--- src/rtl/sbus_pkg.sv ---
`timescale 1ns/1ps
package sbus_pkg;
  localparam int DEV_W = 3;
  localparam int REG_W = 5;
  localparam int DAT_W = 16;
  localparam int HDR_W = DEV_W + 1 + REG_W;
  localparam int FRM_W = HDR_W + DAT_W;
  localparam int IDX_W = $clog2(FRM_W + 1);

  typedef enum logic [2:0] {
    ST_IDLE, ST_LO, ST_HI, ST_TSEL, ST_THI, ST_TLO
  } seq_st_t;

  // Frame layout: device, read flag, register, data (first sent on the left)
  function automatic logic [FRM_W-1:0] pack_frame(
    input logic [DEV_W-1:0] dev, input logic rd,
    input logic [REG_W-1:0] regad, input logic [DAT_W-1:0] wdata);
    return {dev, rd, regad, rd ? {DAT_W{1'b0}} : wdata};
  endfunction

  // Number of bus-clock phases in one transfer: two per bit plus three at the end
  function automatic int unsigned xfer_phases();
    return 2 * FRM_W + 3;
  endfunction
endpackage

--- src/rtl/sbus_phase_tick.sv ---
`timescale 1ns/1ps
module sbus_phase_tick #(
  parameter int HALF_CYC = 3
) (
  input  logic clk,
  input  logic rst,
  input  logic run,
  output logic tick
);
  localparam int CW = (HALF_CYC > 1) ? $clog2(HALF_CYC) : 1;
  localparam logic [CW-1:0] LAST = CW'(HALF_CYC - 1);

  logic [CW-1:0] cnt;

  assign tick = (cnt == LAST);

  always_ff @(posedge clk) begin
    if (rst || !run) cnt <= '0;
    else if (tick)   cnt <= '0;
    else             cnt <= cnt + 1'b1;
  end

  p_cnt_bound_r5: assert property (@(posedge clk) disable iff (rst)
    cnt <= LAST);
endmodule

--- src/rtl/sbus_shift_tx.sv ---
`timescale 1ns/1ps
module sbus_shift_tx #(
  parameter int W = 25
) (
  input  logic         clk,
  input  logic         rst,
  input  logic         load,
  input  logic [W-1:0] frame,
  input  logic         shift,
  output logic         msb
);
  logic [W-1:0] sr;

  always_ff @(posedge clk) begin
    if (rst)        sr <= '0;
    else if (load)  sr <= frame;
    else if (shift) sr <= {sr[W-2:0], 1'b0};
  end

  assign msb = sr[W-1];
endmodule

--- src/rtl/sbus_shift_rx.sv ---
`timescale 1ns/1ps
module sbus_shift_rx #(
  parameter int W = 16
) (
  input  logic         clk,
  input  logic         rst,
  input  logic         clr,
  input  logic         cap,
  input  logic         bit_in,
  output logic [W-1:0] word
);
  always_ff @(posedge clk) begin
    if (rst || clr) word <= '0;
    else if (cap)   word <= {word[W-2:0], bit_in};
  end
endmodule

--- src/rtl/sbus_seq.sv ---
`timescale 1ns/1ps
module sbus_seq
  import sbus_pkg::*;
(
  input  logic             clk,
  input  logic             rst,
  input  logic             start,
  input  logic             rd_req,
  input  logic             tick,
  output seq_st_t          state,
  output logic             accept,
  output logic             shift_evt,
  output logic             cap_evt,
  output logic             oe,
  output logic             done
);
  localparam logic [IDX_W-1:0] LAST_BIT = IDX_W'(FRM_W - 1);
  localparam logic [IDX_W-1:0] TURN_BIT = IDX_W'(HDR_W - 1);
  localparam logic [IDX_W-1:0] FIRST_RX = IDX_W'(HDR_W);

  seq_st_t          nxt;
  logic [IDX_W-1:0] idx;
  logic             rd_q;
  logic             rise_evt;

  assign accept    = start && (state == ST_IDLE);
  assign rise_evt  = (state == ST_LO) && tick;
  assign shift_evt = (state == ST_HI) && tick;
  assign cap_evt   = rise_evt && rd_q && (idx >= FIRST_RX);

  always_comb begin
    nxt = state;
    case (state)
      ST_IDLE: if (start) nxt = ST_LO;
      ST_LO:   if (tick)  nxt = ST_HI;
      ST_HI:   if (tick)  nxt = (idx == LAST_BIT) ? ST_TSEL : ST_LO;
      ST_TSEL: if (tick)  nxt = ST_THI;
      ST_THI:  if (tick)  nxt = ST_TLO;
      ST_TLO:  if (tick)  nxt = ST_IDLE;
      default:            nxt = ST_IDLE;
    endcase
  end

  always_ff @(posedge clk) begin
    if (rst) begin
      state <= ST_IDLE;
      idx   <= '0;
      rd_q  <= 1'b0;
      oe    <= 1'b0;
      done  <= 1'b0;
    end else begin
      state <= nxt;
      done  <= (state == ST_TLO) && tick;
      if (accept) begin
        idx  <= '0;
        rd_q <= rd_req;
        oe   <= 1'b1;
      end else begin
        if (shift_evt) idx <= idx + 1'b1;
        // Read turnaround: release one cycle into the high phase of the last header bit
        if ((state == ST_HI) && rd_q && (idx == TURN_BIT)) oe <= 1'b0;
        if (shift_evt && (idx == LAST_BIT))                 oe <= 1'b0;
      end
    end
  end

  p_turn_in_hi_r6: assert property (@(posedge clk) disable iff (rst)
    ($fell(oe) && rd_q && (state != ST_TSEL)) |-> (state == ST_HI && idx == TURN_BIT));
  p_done_pulse_r9: assert property (@(posedge clk) disable iff (rst)
    done |=> !done);
  p_no_restart_r2: assert property (@(posedge clk) disable iff (rst)
    (start && state != ST_IDLE) |=> $stable(rd_q));
endmodule

--- src/rtl/sbus_master.sv ---
`timescale 1ns/1ps
module sbus_master
  import sbus_pkg::*;
#(
  parameter int HALF_CYC = 3
) (
  input  logic        clk,
  input  logic        rst,
  input  logic        start,
  input  logic        rd_req,
  input  logic [2:0]  dev_addr,
  input  logic [4:0]  reg_addr,
  input  logic [15:0] wr_data,
  output logic        busy,
  output logic        done,
  output logic [15:0] rd_data,
  output logic        bus_sel,
  output logic        bus_clk,
  output logic        bus_dout,
  output logic        bus_oe,
  input  logic        bus_din
);
  seq_st_t state;
  logic    tick, accept, shift_evt, cap_evt, oe_q, tx_msb;

  sbus_phase_tick #(.HALF_CYC(HALF_CYC)) u_tick (
    .clk(clk), .rst(rst), .run(state != ST_IDLE), .tick(tick)
  );

  sbus_seq u_seq (
    .clk(clk), .rst(rst), .start(start), .rd_req(rd_req), .tick(tick),
    .state(state), .accept(accept), .shift_evt(shift_evt),
    .cap_evt(cap_evt), .oe(oe_q), .done(done)
  );

  sbus_shift_tx #(.W(FRM_W)) u_tx (
    .clk(clk), .rst(rst), .load(accept),
    .frame(pack_frame(dev_addr, rd_req, reg_addr, wr_data)),
    .shift(shift_evt), .msb(tx_msb)
  );

  sbus_shift_rx #(.W(DAT_W)) u_rx (
    .clk(clk), .rst(rst), .clr(accept), .cap(cap_evt),
    .bit_in(bus_din), .word(rd_data)
  );

  assign busy     = (state != ST_IDLE);
  assign bus_sel  = !((state == ST_LO) || (state == ST_HI));
  assign bus_clk  = (state == ST_HI) || (state == ST_THI);
  assign bus_oe   = oe_q;
  assign bus_dout = oe_q & tx_msb;

  p_idle_lines_r1: assert property (@(posedge clk) disable iff (rst)
    !busy |-> (bus_sel && !bus_clk && !bus_oe));
  p_dout_hold_r5: assert property (@(posedge clk) disable iff (rst)
    (bus_clk && $past(bus_clk) && bus_oe && $past(bus_oe)) |-> $stable(bus_dout));
  p_sel_rise_low_r8: assert property (@(posedge clk) disable iff (rst)
    $rose(bus_sel) |-> !bus_clk);
  p_done_idle_r9: assert property (@(posedge clk) disable iff (rst)
    done |-> (!busy && bus_sel));
endmodule

--- config.mk ---
export PLATFORM = sky130hd
export DESIGN_NAME = sbus_master
export DESIGN_NICKNAME = d
export VERILOG_FILES = /design/src/rtl/sbus_pkg.sv /design/src/rtl/sbus_phase_tick.sv /design/src/rtl/sbus_shift_tx.sv /design/src/rtl/sbus_shift_rx.sv /design/src/rtl/sbus_seq.sv /design/src/rtl/sbus_master.sv
export SDC_FILE = /design/constraint.sdc
export NUM_CORES = 1
export LEC_CHECK = 0
export CAP_MARGIN = 20
export CORE_ASPECT_RATIO = 1.4
export CORE_MARGIN = 4
export CORE_UTILIZATION = 60
export DETAILED_ROUTE_END_ITERATION = 6
export DONT_BUFFER_PORTS = 1
export GPL_TIMING_DRIVEN = 0
export PLACE_DENSITY = 0.87
export SLEW_MARGIN = 20
export SYNTH_ARGS = -nofsm -noshare
export SYNTH_HDL_FRONTEND = slang
export SYNTH_SLANG_ARGS = --single-unit
--- constraint.sdc ---
create_clock -name clk -period 4.5 [get_ports clk]
set_input_delay 1.35 -clock clk [delete_from_list [all_inputs] [get_ports clk]]
set_output_delay 1.35 -clock clk [all_outputs]
set_load 0.02 [all_outputs]
Word level (Yosys, flattened, before mapping)
Index checks and enable logic that the tools add are counted.
- $add $sub $neg: 2
- order comparisons: 1
- equality and inequality tests: 14
- multiplexer cells: 14
- bitwise operators: 1
- reductions and logical operators: 22
- operators by type and width (kind ; number):
    $mux W25 ; 2
    $mux W3 ; 6
    $pmux W3 S6 ; 1
    $mux W16 ; 1
    $ne A2 B1 Y1 const B ; 5
    $logic_and A1 B1 Y1 ; 9
    $eq A3 B2 Y1 const B ; 2
    $eq A3 B3 Y1 const B ; 2
    $reduce_and A6 Y1 ; 1
    $reduce_bool A3 Y1 ; 2
    $add A5 B1 Y5 const B ; 1
    $eq A5 B4 Y1 const B ; 1
    $eq A5 B5 Y1 const B ; 1
    $ge A5 B4 Y1 const B ; 1
    $logic_or A1 B1 Y1 ; 4
    $reduce_or A2 Y1 ; 2
    $eq A3 B1 Y1 const B ; 1
    $logic_not A3 Y1 ; 1
    $mux W1 ; 3
    $add A2 B1 Y2 const B ; 1
    $eq A2 B2 Y1 const B ; 1
    $logic_not A1 Y1 ; 2
    $mux W2 ; 1
    $ne A2 B2 Y1 const B ; 1
    2 further kinds ; 2
- register bits after elaboration: 54
- input bits: 29
- output and inout bits: 22
- logic and storage cells: 62

Logic depth before layout (Yosys ltp)
Gate-level depths: netlist of run 1.
- depth in word-level cells: 6
- depth in mapped cells: 7

Modules after synthesis
A second synthesis of run 1 with hierarchy kept.
- cells, all modules: 262
- area, all modules: 2626.3 um2
- by module, submodules not included (module ; times used ; cells an instance ; area an instance (um2)):
    sbus_shift_tx ; 1 ; 111 ; 1213.7
    sbus_seq ; 1 ; 69 ; 596.8
    sbus_shift_rx ; 1 ; 53 ; 581.8
    sbus_master ; 1 ; 23 ; 147.6
    sbus_phase_tick ; 1 ; 6 ; 86.3

Least setup slack after synthesis of run 1
OpenSTA, ideal clock, no wires.
- path kind: input to register
- start point: input start
- end point: register u_tx.sr[10]
- library setup time: 0.117 ns
- arrival: 2.353 ns
- setup slack: 2.030 ns
- stages on the path: 6
- path buffers: 3
- cell sequence: or4b_4 > buf_6 > nand2b_1 > buf_2 > buf_4 > o2bb2ai_1
- longest elaborated chain between the ends: 2
- elaborated cells between the ends (all ways): 3
- classes of those cells: mux: 1; reduce/logical: 2
- ends and longest elaborated chain (item ; line ; RTL):
    start: declaration ; sbus_master.sv:9 ; input logic start,
    $logic_and A1 B1 Y1 (*) ; sbus_seq.sv:26 ; assign accept = start && (state == ST_IDLE);
    $mux W25 / $reduce_bool A2 Y1 (equally long branches) ; n/a ;
    end signal: assignment ; sbus_shift_tx.sv:16 ; else if (load) sr <= frame;
    end signal: assignment ; sbus_shift_tx.sv:17 ; else if (shift) sr <= {sr[W-2:0], 1'b0};
    end: declaration ; sbus_shift_tx.sv:12 ; logic [W-1:0] sr;
Every way passes the cells marked *; elsewhere a longest branch is shown, timed or not.
A chain may end at the register's enable or synchronous reset.

Final worst setup path of run 1
- start point: register u_seq.state[2]
- end point: output bus_clk
- longest elaborated chain between the ends: 2
- elaborated cells between the ends (all ways): 3
- classes of those cells: eq/ne: 2; reduce/logical: 1
- ends and longest elaborated chain (item ; line ; RTL):
    start: declaration ; sbus_seq.sv:10 ; output seq_st_t state,
    start signal: assignment ; sbus_seq.sv:52 ; state <= nxt;
    $eq A3 B2 Y1 / $eq A3 B3 Y1 (equally long branches) ; sbus_master.sv:49 ; assign bus_clk = (state == ST_HI) || (state == ST_THI);
    $logic_or A1 B1 Y1 (*) ; sbus_master.sv:49 ;
    end: declaration ; sbus_master.sv:18 ; output logic bus_clk,
Marks and branches as above.

==> results of run 1 <==
[synth_stat cells (all sizes together)]
cell,count
o2111ai,16
clkbuf,17
or3,3
buf,16
clkinv,1
o21bai,1
a31o,2
nor4,2
dfxtp,54
nand3b,3
xor2,1
and4bb,1
nor3,3
nor4b,1
a31oi,16
and2,2
ha,4
nand4b,1
nand4bb,1
o41a,2
or3b,2
inv,7
nor2,11
nand3,16
nand2b,3
xnor2,1
mux2i,16
nand2,29
a311oi,11
o41ai,2
or4b,1
and3b,1
o21ai,17
nand4,2
nor3b,1
o2bb2ai,15
o21a,1
a211oi,2
a21oi,8
a2111oi,1
nor2b,2
[final timing paths]
path / startpoint / end
setup reg to reg: u_tick.cnt[0]$_SDFF_PP0_ / u_rx.word[7]$_SDFFE_PP0P_
hold / removal: u_tx.sr[0]$_SDFFE_PP0P_ / u_tx.sr[0]$_SDFFE_PP0P_
setup / recovery: u_seq.state[2]$_SDFFE_PP0P_ / bus_clk
hold reg to reg: u_tx.sr[0]$_SDFFE_PP0P_ / u_tx.sr[0]$_SDFFE_PP0P_
[per-stage QoR]
step / setup WS, ps / total power [mW] / hold slack, ps / util
after floorplan: 2030 / 0.840 / 401 / -
after CTS: 1580 / 1.23 / 471 / 0.669
after global routing: 1470 / 1.29 / 485 / 0.669
after detailed placement: 1900 / 0.904 / 458 / 0.643
after global placement: 1920 / 0.890 / 411 / 0.643
final: 1580 / 1.22 / 467 / 0.669
[cell type report]
| type | instances | area (sq um) |
|---|---|---|
| fill | 361 | 1410 |
| multi-input combinational | 201 | 1390 |
| sequential | 54 | 1080 |
| buffer | 33 | 171 |
| tap | 60 | 75.1 |
| clock buffer | 5 | 68.8 |
| clock inverter | 3 | 43.8 |
| inverter | 8 | 30.0 |
[cells by family (layout without fill, tap and decap cells)]
| family | after synthesis | count (layout) |
|---|---|---|
| AOI/OAI and AO/OA | 94 | 94 |
| and+or+nand+nor | 85 | 85 |
| DFF | 54 | 54 |
| buffers and inverters | 41 | 49 |
| muxes | 16 | 16 |
| adders and majority gates | 4 | 4 |
| xor gates and xnor gates | 2 | 2 |
[worst max-delay path, stage by stage (launching register included)]
cell and delay [ps]:
dfxtp_1 310, buf_2 180, clkbuf_1 350, xnor2_1 110, nor2_1 310
[routing by layer]
layer / track usage / wire length [um] / up-vias
met5: 0 / 0 / -
met3: 0.0633 / 367 / 14
li1: - / - / 1128
met2: 0.367 / 2910 / 81
met4: 0.102 / 139 / 0
met1: 0.236 / 2380 / 1079
[cells in the final DEF, fill, tap and decap left out, types with 2 or more instances in the layout]
cell / synthesis / final
dfxtp_1: 54 / 54
nand2_1: 29 / 29
clkbuf_1: 17 / 17
o21ai_0: 17 / 17
mux2i_1: 16 / 16
o2111ai_1: 16 / 16
nand3_1: 16 / 16
a31oi_1: 16 / 16
o2bb2ai_1: 15 / 15
nor2_1: 11 / 11
a311oi_1: 11 / 11
buf_2: 8 / 8
a21oi_1: 8 / 8
inv_1: 7 / 7
clkbuf_8: 0 / 5
buf_4: 4 / 4
ha_1: 4 / 4
buf_6: 3 / 3
nand2b_1: 3 / 3
nand3b_1: 3 / 3
or3_1: 3 / 3
nor3_1: 2 / 2
and2_1: 2 / 2
nor4_1: 2 / 2
a31o_2: 2 / 2
nand4_1: 2 / 2
or3b_2: 2 / 2
o41a_1: 2 / 2
nor2b_1: 2 / 2
a211oi_1: 2 / 2
[flip-flops by register name, summed over array words and instances, names as in the netlist]
signal and count:
u_tx.sr 25, u_rx.word 16, u_seq.idx 5, u_seq.state 3, u_tick.cnt 2, u_seq.done 1, u_seq.oe 1, u_seq.rd_q 1
[where the power goes]
group,total (mW),internal (mW),switching [mW]
Clock,0.326,0.167,0.159
Combinational,0.329,0.131,0.199
Sequential,0.567,0.534,0.0332
Total,1.22,0.831,0.391
==> flow_summary.ini, run 1 <==
[status]
status = finished, final reports clean

[clock_tree]
post-cts-setup-buffer-count = 0
clk_latency_ps = 310
htree_levels = 2
cts_sinks = 54
path_clk_slew_ps = 90
ctsLongestPathBuffers = 2
cts_resized = 0
cts_hold_buf = 0
cts_root_buffer = clkbuf_8
cts_buffers = 5
cts_tree = built

[die]
initial_utilization = 0.626
die_area_sq_mm = 0.00560
ios = 51
rows = 28
die_h_um = 87.0
die_w_um = 64.4
core_sq_mm = 0.00427

[power_and_ir_drop]
ir_drop_mv = 0.289
power_density_mw_per_mm2 = 427
p_leak_nw = 1.00

[setup_path]
rrSetupSlack_ps = 2430
crit_required_ps = 3150
worstSetupPathType = flop to output pin
cp.arrival_ps = 1570
r2r_cells = 7
worstPathMaxFanout = 10
setup.worst_path.start_class = flop
cp-end-kind = output pin

[grt]
grt.total_usage = 0.212
grt_max_degree = 18
grt_overflow_total = 0
grt_pass1_vias = 2137
grt_pass1_wl_mm = 9.56
antenna_found_initial = 0

[synthesis]
synth_fa_ha_area_frac = 0.0187
syn_area_sq_mm = 0.00267
yosysSeqAreaShare = 0.404
muxShareOfSynthArea = 0.0599
synth_top_family_by_area = compound AO/OA/AOI/OAI gates
synth_compound_area_frac = 0.265
synthSimpleGateAreaFrac = 0.170
synth_area_leader_cell = dfxtp_1
synth_seq_cells = 54
synth_cells = 296
synth_nets = 329
ys_top_cells_by_area = dfxtp_1 (40%), mux2i_1 (6.0%), o2111ai_1 (5.2%)
syn_area_per_cell_sq_um = 9.03
synth-xor-area-share = 0.00655
ys_types = 46
yosysWarnings = 0
yosysTopAreaCellShare = 0.404

[sta]
setup_viol = 0
hold_viol = 0
fin_crit_ps = 2920
drv_slew = 0
skew_ps = 3.98
fmax_mhz = 343
post-route-period-util = 0.648
rsz0062_at_grt = no
maxSlewHeadroom = 0.574
worst_slew_pin_slew_ps = 639
tns_ps = 0

[cells_and_area]
finalNetCount = 336
drive_above_1_share = 0.102
fin_area_sq_mm = 0.00286
insertedDiodeCount = 0
fin_cells = 364
syn_to_final_growth_pct = 7.02

[route]
drtAntennaViolNets = 0
drt-pass1-iter-count = 4
post-route-drc-count = 0
routed-via-count = 2302
viasPerCell = 6.32
wl_per_cell_um = 15.9
drt-initial-drc-count = 275
wl_mm = 5.79

[placed_design]
post-dp-hpwl_mm = 4.15
place_inst = 356
gp_congestion = 0.846
numPortBuffers = 0
placed_cell_area_sq_mm = 0.00275

[min_path]
worstHoldPathType = flop to flop
min_delay_path_depth = 2

[job]
drv_cap = 0
Note: power is estimated with default switching activity, not from simulation.
==> run 2: changes to the inputs <==
--- a/config.mk
+++ b/config.mk
@@ -8,11 +8,11 @@
 export CAP_MARGIN = 20
 export CORE_ASPECT_RATIO = 1.4
 export CORE_MARGIN = 4
-export CORE_UTILIZATION = 60
+export CORE_UTILIZATION = 56
 export DETAILED_ROUTE_END_ITERATION = 6
 export DONT_BUFFER_PORTS = 1
 export GPL_TIMING_DRIVEN = 0
-export PLACE_DENSITY = 0.87
+export PLACE_DENSITY = 0.85
 export SLEW_MARGIN = 20
 export SYNTH_ARGS = -nofsm -noshare
 export SYNTH_HDL_FRONTEND = slang
==> constraint.sdc (replaced) <==
create_clock -name clk -period 2.35 [get_ports clk]
set_input_delay 0.705 -clock clk [delete_from_list [all_inputs] [get_ports clk]]
set_output_delay 0.705 -clock clk [all_outputs]
set_load 0.02 [all_outputs]
==> flow_summary.ini, run 2 (synthesis results as in run 1) <==
[power_and_ir_drop]
power_density_mw_per_mm2 = 817
p_leak_nw = 0.999
ir_drop_mv = 0.479

[cells_and_area]
reg.largest.list = u_tx.sr: 25 flops, u_rx.word: 16 flops, u_seq.idx: 5 flops
finalNetCount = 334
multi_input_area_sq_mm = 0.00139
syn_to_final_growth_pct = 6.83
regArea_sq_mm = 0.00108
final_common_cell = dfxtp_1
final_cell_mix = dfxtp_1 (54), nand2_1 (29), o21ai_0 (17)
largest_register_ffs = 25
utilization = 0.625
drive_above_1_share = 0.103
insertedDiodeCount = 0
nFillCells = 401
top_register = u_tx.sr
fin_area_sq_mm = 0.00286

[setup_path]
r2r_cells = 6
worstPathMaxFanout = 10
cp.arrival_ps = 1410
worstSetupPathType = flop to output pin
crit_required_ps = 1640
path_buf_inv = 3
crit_path_top_delay_cell = dfxtp_1
max_stage_delay_ps = 320
crit_family = buffers and inverters
setup.worst_path.start_class = flop
cp.depth = 4
cp-end-kind = output pin
cp_cell_sequence = buf_6, buf_2, nor3_1, inv_1

[min_path]
min_delay_path_depth = 1
worstHoldPathType = flop to flop

[sta]
hold_viol = 0
setup_viol = 0
fmax_mhz = 474
rsz0062_at_grt = no
post-route-period-util = 0.898
skew_ps = 5.53
drv_slew = 0
worst_slew_pin_slew_ps = 607
fin_crit_ps = 2110
tns_ps = 0
maxSlewHeadroom = 0.596

[placed_design]
numPortBuffers = 0
placed_cell_area_sq_mm = 0.00275
gp_congestion = 0.770
post-dp-hpwl_mm = 4.14

[clock_tree]
clk_latency_ps = 310
cts_root_buffer = clkbuf_8
cts_sinks = 54
cts_tree = built
htree_levels = 2
path_clk_slew_ps = 100
post-cts-setup-buffer-count = 0
ctsLongestPathBuffers = 2
cts_buffers = 5
cts_resized = 0
cts_hold_buf = 0

[route]
post-route-drc-count = 0
drtAntennaViolNets = 0
wl_per_cell_um = 15.7
wl_mm = 5.72
routed-via-count = 2268
drt-pass1-iter-count = 4
viasPerCell = 6.23
drt-initial-drc-count = 278

[grt]
grt_pass1_wl_mm = 9.80
grt_pass1_vias = 2249
antenna_found_initial = 0
grt_overflow_total = 0
grt.total_usage = 0.201
grt_max_degree = 18

[die]
die_w_um = 66.4
die_h_um = 89.8
die_area_sq_mm = 0.00596
rows = 29
core_sq_mm = 0.00457
ios = 51
initial_utilization = 0.585

[status]
status = finished, final reports clean

[job]
drv_cap = 0
run 2: cell types whose count changed in the layout (fill, tap and decap cells not counted), sizes merged:
cell    change
clkbuf      -2
run 2: report_power, final:
group	total (mW)	switching (mW)	leakage (nW)	internal, mW
Clock	0.634	0.314	0.0585	0.320
Combinational	0.618	0.372	0.501	0.247
Sequential	1.08	0.0597	0.439	1.02
Total	2.33	0.745	0.999	1.59
run 2: per-stage QoR:
stage	setup slack (ps)	power [mW]	instances	hold WS [ps]
5_1_grt	123	2.47	364	469
3_5_place_dp	389	1.72	358	430
2_1_floorplan	525	1.61	296	401
6_report	239	2.33	364	436
3_3_place_gp	418	1.71	358	410
4_1_cts	71.7	2.35	366	443
run 2: area by class of cell:
class                           count  area share
Inverter                            8      0.0105
Multi-Input combinational cell    201       0.487
Buffer                             31      0.0574
Clock inverter                      3      0.0153
Sequential cell                    54       0.378
Clock buffer                        5      0.0241
Tap cell                           62      0.0272
run 2: path summary, 6_finish.rpt:
| kind | start | to | slack, ps |
|---|---|---|---|
| worst max-delay path | u_seq.state[0]$_SDFFE_PP0P_ | busy | 240 |
| worst min-delay path | u_tick.cnt[0]$_SDFF_PP0_ | u_tick.cnt[0]$_SDFF_PP0_ | 440 |
| worst max register to register | u_seq.idx[1]$_SDFFE_PP0P_ | u_rx.word[11]$_SDFFE_PP0P_ | 300 |
| worst min register to register | u_tick.cnt[0]$_SDFF_PP0_ | u_tick.cnt[0]$_SDFF_PP0_ | 440 |
run 2: metal layers:
layer / track usage / up-vias / share of wire
met5: 0 / - / 0
met4: 0.103 / 0 / 0.029
met3: 0.0673 / 14 / 0.070
met2: 0.324 / 73 / 0.49
met1: 0.231 / 1052 / 0.41
li1: - / 1129 / -
